$ cat config.mk
export PLATFORM = sky130hd
export DESIGN_NAME = cfg_prog_master
export DESIGN_NICKNAME = d
export VERILOG_FILES = /design/src/rtl/cfg_prog_pkg.sv /design/src/rtl/cpm_timer.sv /design/src/rtl/cpm_shifter.sv /design/src/rtl/cfg_prog_master.sv
export SDC_FILE = /design/constraint.sdc
export NUM_CORES = 1
export LEC_CHECK = 0
export CAP_MARGIN = 10
export CELL_PAD_IN_SITES_DETAIL_PLACEMENT = 0
export CELL_PAD_IN_SITES_GLOBAL_PLACEMENT = 1
export CORE_MARGIN = 1
export CORE_UTILIZATION = 30
export CTS_BUF_LIST = sky130_fd_sc_hd__clkbuf_8
export CTS_CLUSTER_SIZE = 30
export DETAILED_ROUTE_END_ITERATION = 8
export GPL_TIMING_DRIVEN = 0
export HOLD_SLACK_MARGIN = 0.06
export MAX_ROUTING_LAYER = met4
export PLACE_DENSITY = 0.62
export SLEW_MARGIN = 25
export SYNTH_ARGS = -nofsm -noshare
export SYNTH_HDL_FRONTEND = slang
export SYNTH_SLANG_ARGS = --single-unit
export TNS_END_PERCENT = 100
$ cat constraint.sdc
create_clock -name clk -period 3.2 [get_ports clk]
set_clock_uncertainty 0.1 [all_clocks]
set_input_delay 0.32 -clock clk [delete_from_list [all_inputs] [get_ports clk]]
set_output_delay 0.32 -clock clk [all_outputs]
set_load 0.005 [all_outputs]
$ cat src/rtl/cfg_prog_pkg.sv
package cfg_prog_pkg;

    typedef enum logic [2:0] {
        ST_IDLE,
        ST_SETUP,
        ST_LOW,
        ST_HIGH,
        ST_HOLD,
        ST_COMMIT
    } cpm_state_e;

    localparam logic [3:0] OP_READ    = 4'b0001;
    localparam logic [3:0] OP_PROGRAM = 4'b0010;
    localparam logic [3:0] SEL_CONFIG = 4'b0001;
    localparam logic [3:0] SEL_TRIM   = 4'b0010;

    // Control byte: target in the upper nibble, operation in the lower nibble.
    function automatic logic [7:0] ctrl_byte(input logic prog, input logic trim);
        return {(trim ? SEL_TRIM : SEL_CONFIG), (prog ? OP_PROGRAM : OP_READ)};
    endfunction

    typedef struct packed {
        cpm_state_e  state;
        logic [3:0]  bit_idx;
        logic        prog;
        logic        sclk;
        logic        en_n;
        logic        busy;
        logic        valid;
    } cpm_regs_t;

endpackage

$ cat src/rtl/cpm_timer.sv
module cpm_timer #(
    parameter int W = 8
) (
    input  logic         clk,
    input  logic         rst_n,
    input  logic         load,
    input  logic [W-1:0] load_val,
    output logic         done
);
    logic [W-1:0] count_d, count_q;

    always_comb begin
        count_d = count_q;
        if (load) begin
            count_d = load_val;
        end else if (count_q != '0) begin
            count_d = count_q - 1'b1;
        end
    end

    always_ff @(posedge clk or negedge rst_n) begin
        if (!rst_n) begin
            count_q <= '0;
        end else begin
            count_q <= count_d;
        end
    end

    assign done = (count_q == '0);
endmodule

$ cat src/rtl/cpm_shifter.sv
module cpm_shifter #(
    parameter int TX_W = 16,
    parameter int RX_W = 8
) (
    input  logic            clk,
    input  logic            rst_n,
    input  logic            load,
    input  logic [TX_W-1:0] load_val,
    input  logic            shift,
    input  logic            capture,
    input  logic            sdo_i,
    output logic            tx_bit,
    output logic [RX_W-1:0] rx_data
);
    logic [TX_W-1:0] tx_d, tx_q;
    logic [RX_W-1:0] rx_d, rx_q;

    always_comb begin
        tx_d = tx_q;
        rx_d = rx_q;
        if (load) begin
            tx_d = load_val;
        end else if (shift) begin
            tx_d = {1'b0, tx_q[TX_W-1:1]};
        end
        if (capture) begin
            rx_d = {sdo_i, rx_q[RX_W-1:1]};
        end
    end

    always_ff @(posedge clk or negedge rst_n) begin
        if (!rst_n) begin
            tx_q <= '0;
            rx_q <= '0;
        end else begin
            tx_q <= tx_d;
            rx_q <= rx_d;
        end
    end

    assign tx_bit  = tx_q[0];
    assign rx_data = rx_q;
endmodule

$ cat src/rtl/cfg_prog_master.sv
module cfg_prog_master
    import cfg_prog_pkg::*;
#(
    parameter int CLK_HZ  = 50_000_000,
    parameter int SCLK_HZ = 100_000,
    parameter int HOLD_US = 10_000
) (
    input  logic       clk,
    input  logic       rst_n,
    input  logic       start_i,
    input  logic       prog_i,
    input  logic       trim_i,
    input  logic [7:0] data_i,
    output logic       busy_o,
    output logic       rd_valid_o,
    output logic [7:0] rd_data_o,
    output logic       sclk_o,
    output logic       en_n_o,
    output logic       sdi_o,
    input  logic       sdo_i
);
    localparam int BYTE_W   = 8;
    localparam int NBITS    = 2 * BYTE_W;
    localparam int HALF_CYC = CLK_HZ / (2 * SCLK_HZ);
    localparam int HOLD_CYC = (CLK_HZ / 1_000_000) * HOLD_US;
    localparam int MAX_CYC  = (HOLD_CYC > HALF_CYC) ? HOLD_CYC : HALF_CYC;
    localparam int CNT_W    = $clog2(MAX_CYC + 1);
    localparam logic [CNT_W-1:0] HALF_LD = CNT_W'(HALF_CYC - 1);
    localparam logic [CNT_W-1:0] HOLD_LD = CNT_W'(HOLD_CYC - 1);
    localparam logic [3:0] LAST_BIT = 4'(NBITS - 1);
    localparam logic [3:0] RD_FIRST = 4'(BYTE_W);

    localparam cpm_regs_t REGS_RST = '{
        state:   ST_IDLE,
        bit_idx: '0,
        prog:    1'b0,
        sclk:    1'b1,
        en_n:    1'b1,
        busy:    1'b0,
        valid:   1'b0
    };

    cpm_regs_t r_d, r_q;

    logic             tmr_load;
    logic [CNT_W-1:0] tmr_val;
    logic             tmr_done;
    logic             sh_load;
    logic             sh_shift;
    logic             sh_cap;
    logic             tx_bit;
    logic [BYTE_W-1:0] rx_byte;

    cpm_timer #(.W(CNT_W)) i_timer (
        .clk      (clk),
        .rst_n    (rst_n),
        .load     (tmr_load),
        .load_val (tmr_val),
        .done     (tmr_done)
    );

    cpm_shifter #(.TX_W(NBITS), .RX_W(BYTE_W)) i_shifter (
        .clk      (clk),
        .rst_n    (rst_n),
        .load     (sh_load),
        .load_val ({data_i, ctrl_byte(prog_i, trim_i)}),
        .shift    (sh_shift),
        .capture  (sh_cap),
        .sdo_i    (sdo_i),
        .tx_bit   (tx_bit),
        .rx_data  (rx_byte)
    );

    always_comb begin
        r_d       = r_q;
        r_d.valid = 1'b0;
        tmr_load  = 1'b0;
        tmr_val   = HALF_LD;
        sh_load   = 1'b0;
        sh_shift  = 1'b0;
        sh_cap    = 1'b0;
        unique case (r_q.state)
            ST_IDLE: begin
                if (start_i) begin
                    r_d.state   = ST_SETUP;
                    r_d.prog    = prog_i;
                    r_d.sclk    = 1'b0;
                    r_d.busy    = 1'b1;
                    r_d.bit_idx = '0;
                    tmr_load    = 1'b1;
                    sh_load     = 1'b1;
                end
            end
            ST_SETUP: begin
                if (tmr_done) begin
                    r_d.state = ST_LOW;
                    r_d.en_n  = 1'b0;
                    tmr_load  = 1'b1;
                end
            end
            ST_LOW: begin
                if (tmr_done) begin
                    r_d.state = ST_HIGH;
                    r_d.sclk  = 1'b1;
                    tmr_load  = 1'b1;
                end
            end
            ST_HIGH: begin
                if (tmr_done) begin
                    sh_shift = 1'b1;
                    sh_cap   = !r_q.prog && (r_q.bit_idx >= RD_FIRST);
                    if (r_q.bit_idx == LAST_BIT) begin
                        if (r_q.prog) begin
                            r_d.state = ST_HOLD;
                            r_d.sclk  = 1'b0;
                            tmr_load  = 1'b1;
                            tmr_val   = HOLD_LD;
                        end else begin
                            r_d.state = ST_IDLE;
                            r_d.en_n  = 1'b1;
                            r_d.busy  = 1'b0;
                            r_d.valid = 1'b1;
                        end
                    end else begin
                        r_d.bit_idx = r_q.bit_idx + 1'b1;
                        r_d.state   = ST_LOW;
                        r_d.sclk    = 1'b0;
                        tmr_load    = 1'b1;
                    end
                end
            end
            ST_HOLD: begin
                if (tmr_done) begin
                    r_d.state = ST_COMMIT;
                    r_d.sclk  = 1'b1;
                    tmr_load  = 1'b1;
                end
            end
            ST_COMMIT: begin
                if (tmr_done) begin
                    r_d.state = ST_IDLE;
                    r_d.en_n  = 1'b1;
                    r_d.busy  = 1'b0;
                end
            end
            default: r_d = REGS_RST;
        endcase
    end

    always_ff @(posedge clk or negedge rst_n) begin
        if (!rst_n) begin
            r_q <= REGS_RST;
        end else begin
            r_q <= r_d;
        end
    end

    assign busy_o     = r_q.busy;
    assign rd_valid_o = r_q.valid;
    assign rd_data_o  = rx_byte;
    assign sclk_o     = r_q.sclk;
    assign en_n_o     = r_q.en_n;
    assign sdi_o      = ((r_q.state == ST_LOW) || (r_q.state == ST_HIGH)) && tx_bit;

endmodule

==> out/metrics.csv <==
metric;value;unit
status;finished, violations left;
failing checks;DRC;
setup bufs post-CTS;0;
initial DRC count;64;
via count;2153;
routed wire length;6350;µm
Final Instance Area;3360;µm²
Clk pin slew, worst setup/hold paths;0.10;ns
area leader, netlist;dfrtp_1;
IO Port Bufs;26;
fin worst setup slack;0.303;ns
most frequent cells after synthesis;dfrtp_1, a21oi_1, nand2_1;
count leader, synth;dfrtp_1;
Worst Setup End Kind;flop;
Vias/cell;5.19;
placed wire-length estimate;4480;µm
worst hold slack;0.288;ns
number of global-route vias before repair;2139;
nets;324;
worst skew pair latency;0.30;ns
max cap viols;0;
top routing layer used;met4;
Max Clk Rate;0.345;GHz
Placed Area;3210;µm²
Layout Cells excl Fill;415;
final worst path period share;0.905;
met1 wire length;3260;µm
fin crit period;2.90;ns
area grow syn2layout;20.2;%
Cell Area, Synth;2790;µm²
total chip power;1.73;mW
clock sinks;55;
Peak VDD IR;264;µV
Post-synth EDFFs;0;
RSZ-0062 raised after global routing;false;
starting density of the core;0.316;
pre-CTS WS;0.346;ns
Fin. Hold Viols;0;
Avg Cell Area, Syn;10.3;µm²
initial antenna violation count;0;
Crit Path Max Fanout;10;
die outline area;9700;µm²
CTS tree;yes;
chip height;98.5;µm
wire length on met3;219;µm
post-route setup TNS;0;ns
Ys Warns;0;
metal2 WL;2850;µm
WL/cell;15.3;µm
Leakage;1.47;nW
Site Rows;34;
clock buffer count from CTS;5;
relative slew slack;0.325;
register bit total from synthesis;55;
# diodes;0;
PostCTS Resize Cnt;0;
share of the synthesized area in the top cell type;0.475;
worst r2r path cells;6;
RD Place Congestion;0.756;
sequential share of the synthesized area;0.494;
Initial DRT Pass Iterations;6;
setup violators final;0;
worst slew pin tran;1.01;ns
Post-Place Cells;406;
max-slew violation count;0;
type of element launching the critical path;flop;
post-route ant nets;0;
first-pass GRT wire length;11000;µm
pin count of the biggest net entering global routing;46;
syn nets;289;
Root Driver;clkbuf_8;
share of layout cells above drive strength 1;0.134;
core area;8850;µm²
Hold/Removal Path Class;in -> async;
clk buf depth;2;
I/O pins;27;
Post-synth ARST share;1.00;
P per Cell Area;516;nW/µm²
Synth Flop Type;dfrtp_1;
WP data required;3.25;ns
htree depth;2;
Filler Cell Count;926;
top cells by area, synth;dfrtp_1, a21oi_1, mux2_2;
Worst Path Arrival;2.94;ns
Mapped Cells;271;
Total GRT Usage;0.146;
DRC;1;
Synth cell types;53;
gr ovfl total;0;
class of the most critical setup path;reg -> reg;
die width;98.5;µm
FF-to-FF setup slack;0.30;ns
Layout Utilization;0.379;
## final timing paths
| kind | startpoint | to |
|---|---|---|
| min in group clk | i_shifter.tx_q[8] | i_shifter.tx_q[8] |
| worst max register to register | i_timer.count_q[14] | i_timer.count_q[7] |
| worst max-delay path | i_timer.count_q[14] | i_timer.count_q[7] |
| max in group asynchronous | rst_n | en_n_o |
| worst min-delay path | rst_n | i_timer.count_q[12] |
| worst min register to register | i_shifter.tx_q[8] | i_shifter.tx_q[8] |
## per-layer routing
layer / up-vias / track usage
li1: 1066 / -
met1: 1040 / 0.209
met2: 45 / 0.218
met3: 2 / 0.0255
met4: 0 / 0.0276
met5: - / -
## power by group
group	switching, mW	internal (mW)
Combinational	0.153	0.162
Sequential	0.0969	0.788
Clock	0.224	0.310
Total	0.474	1.26
## registers in the layout (all words and copies together), names as in the netlist
name and cells:
i_timer.count_q 19, i_shifter.tx_q 16, i_shifter.rx_data 8, r_q 8, busy_o 1, en_n_o 1
rd_valid_o 1, sclk_o 1
## critical path, cell delays in order (launching register included)
cell	delay, ns
dfrtp_1	0.43
nor4_2	0.51
nand4_1	0.28
clkbuf_1	0.32
nor4_1	0.86
a31o_2	0.21
a21oi_1	0.04
## cells in the final DEF, fill, tap and decap left out, drive strengths merged, types with 6 or more instances in the layout
cell	count
or3	6
nand2	20
a21o	8
clkdlybuf4s50	25
o21ai	11
dfrtp	53
clkbuf	16
inv	9
nor2	19
xnor2	8
a22o	8
nor4	6
mux2	9
a21oi	24
nor3	17
## logic make-up (layout without fill, tap and decap cells)
group | count (synthesis) | after routing | synth area share
buf+inv | 21 | 57 | 0.0318
compound gates | 79 | 79 | 0.194
mux | 9 | 9 | 0.0376
fa+ha+maj | 4 | 4 | 0.0179
flops | 55 | 55 | 0.494
simple gates | 90 | 90 | 0.184
xor+xnor | 13 | 13 | 0.0408
## repair_timing
action / in CTS / in global routing
hold endpoints to repair: 53 / 0
endpoints found under the setup margin: 0 / 0
hold buffers: 1 / 0
## layout make-up
cell class / instances / area, µm² / area share
inverter: 8 / 30.0 / 0.00895
multi-input combinational: 195 / 1330 / 0.395
timing repair buffer: 28 / 295 / 0.0880
clock buffer: 5 / 68.8 / 0.0205
tap: 108 / 135 / 0.0403
buffer: 13 / 58.8 / 0.0175
sequential: 55 / 1380 / 0.411
clock inverter: 3 / 63.8 / 0.0190
Power figures use the tool's default switching activity.
